$ cat config.mk
export PLATFORM = sky130hd
export DESIGN_NAME = prescaled_timer
export DESIGN_NICKNAME = d
export VERILOG_FILES = /design/src/rtl/ptmr_pkg.sv /design/src/rtl/ptmr_edge_sync.sv /design/src/rtl/ptmr_prescaler.sv /design/src/rtl/ptmr_counter.sv /design/src/rtl/prescaled_timer.sv
export SDC_FILE = /design/constraint.sdc
export NUM_CORES = 1
export LEC_CHECK = 0
export BUFFER_PORTS_ARGS = -buffer_cell sky130_fd_sc_hd__buf_2
export CELL_PAD_IN_SITES_DETAIL_PLACEMENT = 1
export CELL_PAD_IN_SITES_GLOBAL_PLACEMENT = 1
export CORE_UTILIZATION = 42
export CTS_BUF_LIST = sky130_fd_sc_hd__clkbuf_4
export DETAILED_ROUTE_END_ITERATION = 10
export PLACE_DENSITY = 0.76
export SLEW_MARGIN = 30
export SYNTH_ARGS = -nofsm -noshare
export SYNTH_HDL_FRONTEND = slang
export SYNTH_SLANG_ARGS = --single-unit
$ cat constraint.sdc
create_clock -name clk -period 1.99 [get_ports clk]
set_input_delay 0.2985 -clock clk [delete_from_list [all_inputs] [get_ports clk]]
set_output_delay 0.2985 -clock clk [all_outputs]
set_load 0.1 [all_outputs]
$ cat src/rtl/ptmr_pkg.sv
package ptmr_pkg;
  localparam int BYTE_W = 8;

  typedef struct packed {
    logic       en;
    logic       wide;
    logic       ext_src;
    logic       fall_edge;
    logic       ps_bypass;
    logic [2:0] ps_sel;
  } ptmr_ctrl_t;

  localparam logic [BYTE_W-1:0] CTRL_RESET = 8'hA7;

  typedef enum logic [1:0] {
    REG_CTRL = 2'd0,
    REG_LOW  = 2'd1,
    REG_HIGH = 2'd2,
    REG_FLAG = 2'd3
  } ptmr_reg_e;
endpackage

$ cat src/rtl/ptmr_edge_sync.sv
module ptmr_edge_sync #(
  parameter int STAGES = 2
) (
  input  logic clk,
  input  logic rst,
  input  logic pin_i,
  input  logic fall_sel_i,
  output logic edge_o
);
  logic [STAGES-1:0] sync_q;
  logic              prev_q;
  logic              cur;

  always_ff @(posedge clk) begin
    if (rst) begin
      sync_q <= '0;
      prev_q <= 1'b0;
    end else begin
      sync_q <= {sync_q[STAGES-2:0], pin_i};
      prev_q <= sync_q[STAGES-1];
    end
  end

  assign cur    = sync_q[STAGES-1];
  assign edge_o = fall_sel_i ? (prev_q & ~cur) : (cur & ~prev_q);
endmodule

$ cat src/rtl/ptmr_prescaler.sv
module ptmr_prescaler #(
  parameter int SEL_W = 3
) (
  input  logic             clk,
  input  logic             rst,
  input  logic             clr_i,
  input  logic             evt_i,
  input  logic             bypass_i,
  input  logic [SEL_W-1:0] sel_i,
  output logic             out_o
);
  localparam int CNT_W = 1 << SEL_W;

  logic [CNT_W-1:0] cnt_q;
  logic [CNT_W-1:0] mask;
  logic             hit;

  // terminal value is 2^(sel+1)-1; wraps correctly at the top code
  assign mask  = (CNT_W'(2) << sel_i) - CNT_W'(1);
  assign hit   = (cnt_q & mask) == mask;
  assign out_o = bypass_i ? evt_i : (evt_i & hit);

  always_ff @(posedge clk) begin
    if (rst || clr_i || bypass_i) cnt_q <= '0;
    else if (evt_i)               cnt_q <= hit ? '0 : cnt_q + CNT_W'(1);
  end

  // a divided output can never fire on two back-to-back clocks
  assert_pre_spacing_R4: assert property (@(posedge clk) disable iff (rst)
    (out_o && !bypass_i) |=> (!out_o || bypass_i));
endmodule

$ cat src/rtl/ptmr_counter.sv
module ptmr_counter #(
  parameter int BYTE_W     = 8,
  parameter int HOLD_TICKS = 2
) (
  input  logic                clk,
  input  logic                rst,
  input  logic                tick_i,
  input  logic                inc_i,
  input  logic                wide_i,
  input  logic                wr_lo_i,
  input  logic [BYTE_W-1:0]   wr_lo_data_i,
  input  logic [BYTE_W-1:0]   hi_load_i,
  input  logic                clr_flag_i,
  output logic [2*BYTE_W-1:0] cnt_o,
  output logic                hold_o,
  output logic                flag_o
);
  localparam int CNT_W  = 2 * BYTE_W;
  localparam int HOLD_W = $clog2(HOLD_TICKS + 1);

  logic [CNT_W-1:0]  cnt_q;
  logic [HOLD_W-1:0] hold_q;
  logic              flag_q;
  logic              step;
  logic              ovf;

  assign step = inc_i && (hold_q == '0) && !wr_lo_i;
  assign ovf  = step && (&cnt_q[BYTE_W-1:0]) && (!wide_i || (&cnt_q[CNT_W-1:BYTE_W]));

  always_ff @(posedge clk) begin
    if (rst) begin
      cnt_q <= '0;
    end else if (wr_lo_i) begin
      cnt_q[BYTE_W-1:0] <= wr_lo_data_i;
      if (wide_i) cnt_q[CNT_W-1:BYTE_W] <= hi_load_i;
    end else if (step) begin
      if (wide_i) cnt_q <= cnt_q + CNT_W'(1);
      else        cnt_q[BYTE_W-1:0] <= cnt_q[BYTE_W-1:0] + BYTE_W'(1);
    end
  end

  always_ff @(posedge clk) begin
    if (rst)                          hold_q <= '0;
    else if (wr_lo_i)                 hold_q <= HOLD_W'(HOLD_TICKS);
    else if (tick_i && hold_q != '0)  hold_q <= hold_q - HOLD_W'(1);
  end

  always_ff @(posedge clk) begin
    if (rst)             flag_q <= 1'b0;
    else if (ovf)        flag_q <= 1'b1;
    else if (clr_flag_i) flag_q <= 1'b0;
  end

  assign cnt_o  = cnt_q;
  assign hold_o = (hold_q != '0);
  assign flag_o = flag_q;

  // during hold-off the count only moves by a bus write
  assert_hold_freeze_R6: assert property (@(posedge clk) disable iff (rst)
    (hold_q != '0 && !wr_lo_i) |=> $stable(cnt_q));
  // a wrap always leaves the flag set
  assert_ovf_flag_R9: assert property (@(posedge clk) disable iff (rst)
    ovf |=> flag_q);
  // narrow mode never touches the upper byte
  assert_narrow_high_R9: assert property (@(posedge clk) disable iff (rst)
    (!wide_i && !wr_lo_i) |=> $stable(cnt_q[CNT_W-1:BYTE_W]));
  // flag falls only through a clear request
  assert_flag_sticky_R10: assert property (@(posedge clk) disable iff (rst)
    (flag_q && !clr_flag_i) |=> flag_q);
endmodule

$ cat src/rtl/prescaled_timer.sv
module prescaled_timer #(
  parameter int PS_SEL_W    = 3,
  parameter int SYNC_STAGES = 2,
  parameter int HOLD_TICKS  = 2
) (
  input  logic       clk,
  input  logic       rst,
  input  logic       tick_i,
  input  logic       ext_pin_i,
  input  logic [1:0] bus_addr_i,
  input  logic       bus_wr_i,
  input  logic       bus_rd_i,
  input  logic [7:0] bus_wdata_i,
  output logic [7:0] bus_rdata_o,
  output logic       flag_o
);
  import ptmr_pkg::*;
  localparam int CNT_W = 2 * BYTE_W;

  ptmr_ctrl_t        ctrl_q;
  logic [BYTE_W-1:0] hbuf_q;
  logic [BYTE_W-1:0] rdata_q;
  logic [CNT_W-1:0]  cnt;
  logic              ext_edge, raw_evt, gated_evt, scaled_evt, hold_act;
  logic              wr_ctrl, wr_lo, wr_hi, wr_flag, rd_lo, clr_flag;

  assign wr_ctrl  = bus_wr_i && (bus_addr_i == REG_CTRL);
  assign wr_lo    = bus_wr_i && (bus_addr_i == REG_LOW);
  assign wr_hi    = bus_wr_i && (bus_addr_i == REG_HIGH);
  assign wr_flag  = bus_wr_i && (bus_addr_i == REG_FLAG);
  assign rd_lo    = bus_rd_i && (bus_addr_i == REG_LOW);
  assign clr_flag = wr_flag && bus_wdata_i[0];

  ptmr_edge_sync #(.STAGES(SYNC_STAGES)) u_sync (
    .clk(clk), .rst(rst), .pin_i(ext_pin_i),
    .fall_sel_i(ctrl_q.fall_edge), .edge_o(ext_edge));

  assign raw_evt   = ctrl_q.ext_src ? ext_edge : tick_i;
  assign gated_evt = raw_evt && ctrl_q.en && !hold_act;

  ptmr_prescaler #(.SEL_W(PS_SEL_W)) u_pre (
    .clk(clk), .rst(rst), .clr_i(wr_lo), .evt_i(gated_evt),
    .bypass_i(ctrl_q.ps_bypass), .sel_i(ctrl_q.ps_sel), .out_o(scaled_evt));

  ptmr_counter #(.BYTE_W(BYTE_W), .HOLD_TICKS(HOLD_TICKS)) u_cnt (
    .clk(clk), .rst(rst), .tick_i(tick_i), .inc_i(scaled_evt),
    .wide_i(ctrl_q.wide), .wr_lo_i(wr_lo), .wr_lo_data_i(bus_wdata_i),
    .hi_load_i(hbuf_q), .clr_flag_i(clr_flag), .cnt_o(cnt),
    .hold_o(hold_act), .flag_o(flag_o));

  always_ff @(posedge clk) begin
    if (rst)          ctrl_q <= ptmr_ctrl_t'(CTRL_RESET);
    else if (wr_ctrl) ctrl_q <= ptmr_ctrl_t'(bus_wdata_i);
  end

  always_ff @(posedge clk) begin
    if (rst)                       hbuf_q <= '0;
    else if (wr_hi)                hbuf_q <= bus_wdata_i;
    else if (rd_lo && ctrl_q.wide) hbuf_q <= cnt[CNT_W-1:BYTE_W];
  end

  always_ff @(posedge clk) begin
    if (rst) begin
      rdata_q <= '0;
    end else if (bus_rd_i) begin
      case (ptmr_reg_e'(bus_addr_i))
        REG_CTRL: rdata_q <= ctrl_q;
        REG_LOW:  rdata_q <= cnt[BYTE_W-1:0];
        REG_HIGH: rdata_q <= hbuf_q;
        default:  rdata_q <= {{(BYTE_W-1){1'b0}}, flag_o};
      endcase
    end
  end

  assign bus_rdata_o = rdata_q;

  // holding register moves only on its own write or a wide low-byte read
  assert_hbuf_hold_R7: assert property (@(posedge clk) disable iff (rst)
    (!wr_hi && !(rd_lo && ctrl_q.wide)) |=> $stable(hbuf_q));
  // disabled counter produces no steps into the count path
  assert_disable_R5: assert property (@(posedge clk) disable iff (rst)
    (!ctrl_q.en && !wr_lo) |=> $stable(cnt));
endmodule

==> flow_summary.ini, run 1 <==
[setup_path]
crit_required_ps = 2280
r2r_slack_ps = 70
worstSetupPathType = flop to flop
cp-start-kind = flop
cp-end-kind = flop
max_stage_delay_ps = 410
reg2reg_depth = 5
r2r_start = u_pre.cnt_q[2]
cp_slowest_cell = dfxtp_1
r2r_end = u_cnt.cnt_o[15]
path_cells = nor3b_4, o221ai_2, o31a_1, a2111o_1, a32o_1
critPathBufInv = 0
crit_arrival_ps = 2210
critical_path.top_delay_family = compound AO/OA/AOI/OAI gates
worstPathMaxFanout = 5

[synthesis]
synth_top_area_frac = 0.364
synth_warnings = 0
synth_top_area_cell = dfxtp_1
async_reset_ff_frac = 0
syn_area_per_cell_sq_um = 8.27
synth.distinct_cells = 66
ys_seq_area_frac = 0.364
synth_area_leaders = dfxtp_1, mux2i_1, nor2_1
synth_cells = 359
synth_seq_cells = 54
synth_nets = 378
synthFlopType = dfxtp_1
synth_area_sq_um = 2970
synth_edf_count = 0

[floorplan]
start_util = 0.437
die_height_um = 86.1
fp.dieArea_sq_um = 7410
coreArea_sq_um = 6790
rows = 30
die_w_um = 86.1
io_pins = 25

[placement]
dp.final_hpwl_mm = 7.65
port_buffers = 24
placed_area_sq_um = 3410
place_congestion = 0.917
placed_cells = 499

[drt]
routed_wl_mm = 9.78
drc_errors = 0
ant_nets = 0
drt_iter0_drc = 260
routedWlPerCell_um = 19.3
num_vias = 3055
drt-pass1-iter-count = 4
routed_via_density = 6.03

[global_route]
first_global_vias = 3019
grt_first_pass_wirelength_mm = 15.7
antenna_found_initial = 0
grt_max_degree = 19
grt_usage = 0.276
overflow = 0

[cts]
cts_sinks = 54
post_cts_buffers = 0
clock_latency_ps = 380
clockRootBuffer = clkbuf_4
cts.clk_slew.worst_paths_ps = 160
cts_tree = yes
clock_path_buffers = 2
cts_max_level = 2
cts_buffers = 5
postCtsHoldBufs = 0

[hold_path]
hold_path.startpoint = ext_pin_i
min_path_cells = 2
holdPathEnd = u_sync.sync_q[0]
hold_class = input port to flop

[pwr]
power.leakage_nw = 1.30
p_per_area_nw_per_um2 = 596
power_mw = 2.10
peakVddDrop_mv = 0.221

[sta]
fin_setup_tns_ps = 0
worstMarginPinSlew_ps = 601
fin_crit_ps = 1920
rsz0062_at_grt = true
clock_skew_ps = 8.07
period_share = 0.965
setup_viol_count_final = 0
fmaxAchievable_ghz = 0.521
slew_violations = 0
finalHoldViolations = 0
max_slew_margin = 0.597

[run_status]
outcome = finished, final reports clean

[finish]
antenna_cells = 0
drive_above_1_share = 0.236
layout_commonest_cell = dfxtp_1
syn_to_final_growth_pct = 18.7
fin_util = 0.519
layout.nets = 429
fillers = 841
postLayoutCellArea_sq_um = 3530
stdcell_count = 507
final_cell_mix = dfxtp_1, buf_4, nor2_1, nand2_1, a21oi_1

[flow_run]
maxCapViolations = 0
[flip-flops by register name, indices dropped and copies added (netlist names)]
register,cells
u_pre.cnt_q,8
u_sync.prev_q,1
u_sync.sync_q,2
hbuf_q,8
ctrl_q,8
u_cnt.hold_q,2
bus_rdata_o,8
u_cnt.flag_o,1
u_cnt.cnt_o,16
[cell usage after synthesis (all sizes together), types with 3 or more instances]
cell     n
nor3b    3
a22oi    6
a21oi   28
nor2    37
nand3   16
and3     4
dfxtp   54
nand2   30
mux2i   15
buf      5
nor4     5
xnor2    3
a41oi    4
nor2b    7
a211oi  12
or4      5
o21a     3
nor4b    3
inv     10
nor3    10
nand4    7
ha       3
o41ai    3
clkbuf  16
o21ai   21
o31ai    8
a31oi    9
nand2b   3
[how the worst max path moves through the flow]
stage / start / cells after the start / to / slack (ps)
6_report: u_pre.cnt_q[2] / 5 / u_cnt.cnt_o[15] / 70
5_1_grt: ctrl_q[2] / 7 / u_cnt.flag_o / -20
4_1_cts: ctrl_q[2] / 5 / u_cnt.cnt_o[15] / 20
3_5_place_dp: ctrl_q[2] / 5 / u_cnt.cnt_o[2] / -140
3_3_place_gp: ctrl_q[0] / 5 / u_cnt.cnt_o[6] / 20
2_1_floorplan: ctrl_q[2] / 6 / u_cnt.cnt_o[15] / 90
[final cells by class]
class	count	area, sq um	area share
Sequential cell	54	1080	0.307
Multi-Input combinational cell	274	1800	0.510
Clock buffer	5	37.5	0.0106
Tap cell	96	120	0.0341
Timing Repair Buffer	65	428	0.121
Inverter	10	42.5	0.0121
Clock inverter	3	16.3	0.00461
[what timing repair did]
action | 4_1_cts | 5_1_grt
gates resized for setup | 2 | 11
pin swaps | 0 | 1
endpoints found under the setup margin | 7 | 15
[routing by layer]
layer  track usage  up-vias  share of wire
met2         0.441       91           0.47
met3        0.0481       14          0.049
met5             0        -              0
met1         0.378     1498           0.46
li1              -     1452              -
met4        0.0879        0          0.017
[power by group]
part	switching, mW	total, mW	internal [mW]
sequential	0.0384	1.16	1.12
clock	0.359	0.492	0.132
combinational	0.300	0.451	0.150
[cells by family after synthesis]
kind of cell / count (synthesis) / synth area share
AND/OR/NAND/NOR: 136 / 0.236
AO/OA/AOI/OAI: 116 / 0.269
flip-flops: 54 / 0.364
buffers and inverters: 31 / 0.0514
multiplexers: 16 / 0.0581
XOR/XNOR: 3 / 0.00885
adder cells (fa/ha/maj): 3 / 0.0126
[stage by stage]
stage / setup slack, ps / hold slack, ps
final: 69.9 / 120
after global routing: -24.8 / 97.7
after CTS: 23.9 / 113
after detailed placement: -141 / 431
after global placement: 18.9 / 429
after floorplan: 86.4 / 414
No activity file was read; power rests on OpenSTA's default activity.
==> run 2: changes to the inputs <==
--- a/config.mk
+++ b/config.mk
@@ -8,11 +8,12 @@
 export BUFFER_PORTS_ARGS = -buffer_cell sky130_fd_sc_hd__buf_2
 export CELL_PAD_IN_SITES_DETAIL_PLACEMENT = 1
 export CELL_PAD_IN_SITES_GLOBAL_PLACEMENT = 1
-export CORE_UTILIZATION = 42
+export CORE_UTILIZATION = 43
 export CTS_BUF_LIST = sky130_fd_sc_hd__clkbuf_4
 export DETAILED_ROUTE_END_ITERATION = 10
 export PLACE_DENSITY = 0.76
 export SLEW_MARGIN = 30
 export SYNTH_ARGS = -nofsm -noshare
 export SYNTH_HDL_FRONTEND = slang
+export SYNTH_HIERARCHICAL = 1
 export SYNTH_SLANG_ARGS = --single-unit
==> run 2 against run 1 <==
  * The run now ends with setup timing left
  * First-iteration DRC count increased by 1.9%
  * Sequential power is essentially flat
  * Maximum frequency is 29% lower
  * Core utilization grew 5.3 points
  * Total power rose by 3.4%
  * Largest cell class unchanged
  * Largest power group unchanged
  * Highest routed layer unchanged
==> flow_summary.ini, run 2 <==
[sta]
max_slew_margin = 0.655
whs_ps = 93.4
fin_setup_tns_ps = -9090
setup_viol_count_final = 17
slew_violations = 0
rsz0062_at_grt = true
setup_slack_ps = -696
period_share = 1.35
finalHoldViolations = 0
clock_skew_ps = 15.4
fin_crit_ps = 2690
fmaxAchievable_ghz = 0.372
worstMarginPinSlew_ps = 512

[drt]
routed_wl_mm = 10.3
drc_errors = 0
ant_nets = 0
routed_via_density = 5.93
num_vias = 2993
drt-pass1-iter-count = 4
routedWlPerCell_um = 20.4
drt_iter0_drc = 265

[placement]
place_congestion = 0.876
placed_area_sq_um = 3560
port_buffers = 24
placed_cells = 492
dp.final_hpwl_mm = 7.12

[pwr]
p_per_area_nw_per_um2 = 560
power_mw = 2.18
peakVddDrop_mv = 0.386
power.leakage_nw = 1.45

[setup_path]
cp_num_cells = 13
cp-end-kind = flop
worstPathMaxFanout = 2
crit_required_ps = 2300
cp_slowest_cell = or4_1
cp-start-kind = flop
critical_path.top_delay_family = simple AND/OR/NAND/NOR gates
max_stage_delay_ps = 430
worstSetupPathType = flop to flop
critPathBufInv = 1
path_cells = nand2b_4, o22ai_2, mux2i_1, nor3b_1, buf_4, o211ai_1, a31oi_1, o21a_2, a22o_4, nand4_1, or3_1, or4_1, o311a_1
reg2reg_depth = 13
crit_arrival_ps = 3000

[finish]
postLayoutCellArea_sq_um = 3890
antenna_cells = 0
final_cell_mix = dfxtp_1, buf_4, nand2_1, nor2_1, buf_2
layout.nets = 428
largest_reg_flops = 16
syn_to_final_growth_pct = 27.9
stdcell_count = 505
layout_commonest_cell = dfxtp_1
drive_above_1_share = 0.350

[synthesis]
synth_cells = 342
synth_area_sq_um = 3040
synth_top_area_frac = 0.356
synth_area_leaders = dfxtp_1, mux2i_1, nor2_1
syn_area_per_cell_sq_um = 8.88
synthFlopType = dfxtp_1
ys_seq_area_frac = 0.356
synth_seq_cells = 54
synth_nets = 362
synth_most_common_cell = dfxtp_1
synth.distinct_cells = 69
synth_warnings = 6
synth_edf_count = 0
synth_top_area_cell = dfxtp_1
async_reset_ff_frac = 0
synth_common_cells = dfxtp_1, nor2_1, nand2_1

[run_status]
violations = setup timing
outcome = complete, but fails checks

[floorplan]
start_util = 0.447
rows = 30
coreArea_sq_um = 6790
fp.dieArea_sq_um = 7410
die_w_um = 86.1
die_height_um = 86.1
io_pins = 25

[global_route]
overflow = 0
grt_first_pass_wirelength_mm = 15.9
grt_usage = 0.278
antenna_found_initial = 0
grt_max_degree = 26
first_global_vias = 3045

[cts]
cts.clk_slew.worst_paths_ps = 160
cts_tree = yes
clock_path_buffers = 2
clock_latency_ps = 400
clockRootBuffer = clkbuf_4
cts_sinks = 54
postCtsHoldBufs = 0
cts_buffers = 5
cts_max_level = 2

[hold_path]
hold_class = input port to flop
min_path_cells = 2

[flow_run]
maxCapViolations = 0
run 2: cell count changes after synthesis, moves of 5 or more:
cell and delta:
nor2b_1 +6, o31ai_1 -6, a211o_1 +5, clkbuf_1 -6, or2_0 +7, nor2_1 -6
a21oi_1 -8, a311oi_2 +7, a31oi_1 -8, xnor2_1 +8, o21ai_0 -15
run 2: routing by layer:
layer | global-route usage | vias to the layer above | routed length, um
li1 | - | 1397 | -
met1 | 0.352 | 1466 | 4310
met2 | 0.487 | 98 | 5070
met3 | 0.0366 | 32 | 516
met4 | 0.0909 | 0 | 400
met5 | 0 | - | 0
run 2: what timing repair did:
item | in CTS | in global routing
pin swaps | 15 | 22
resized for setup | 23 | 26
buffers inserted | 4 | 4
setup endpoints to repair | 17 | 24
run 2: path summary, 6_finish.rpt:
check	start	to	slack, ps
worst max-delay path	u_sync/prev_q	u_cnt/cnt_o[13]	-700
worst min register to register	u_sync/sync_q[0]	u_sync/sync_q[1]	480
worst max register to register	u_sync/prev_q	u_cnt/cnt_o[13]	-700
worst min-delay path	ext_pin_i	u_sync/sync_q[0]	90
run 2: final cells by class:
class                   instances  area (sq um)
fillers                       815          2910
well taps                      96           120
multi-input cells             258          2010
clock buffers                   6          45.0
clock inverters                 2          13.8
flip-flops and latches         54          1090
repair buffers                 79           571
inverters                      10          37.5
run 2: logic make-up (layout without fill, tap and decap cells):
family,count (synthesis),after routing,share of synthesized area
AO/OA/AOI/OAI,81,81,0.214
XOR/XNOR,14,14,0.0404
adder cells (fa/ha/maj),4,4,0.0165
buffers and inverters,30,97,0.0548
flip-flops,54,54,0.356
multiplexers,15,15,0.0535
AND/OR/NAND/NOR,144,144,0.265
run 2: power breakdown:
part,internal [mW],switching [mW],total [mW]
clock network,0.153,0.372,0.525
registers,1.13,0.0425,1.17
logic,0.184,0.292,0.476
run 2: worst reg2reg max path, cell delays in order, from the launching register on:
cell      delay (ps)
dfxtp_2          350
nand2b_4         130
o22ai_2          130
mux2i_1           90
nor3b_1          190
buf_4            150
o211ai_1          80
a31oi_1          180
o21a_2           180
a22o_4           120
nand4_1          100
or3_1            340
or4_1            430
o311a_1          140
run 2: through the flow:
stage	setup WS (ps)	utilization
floorplan	-736	-
global placement	-544	0.524
detailed placement	-605	0.524
CTS	-654	0.551
global route	-855	0.572
finish	-696	0.572
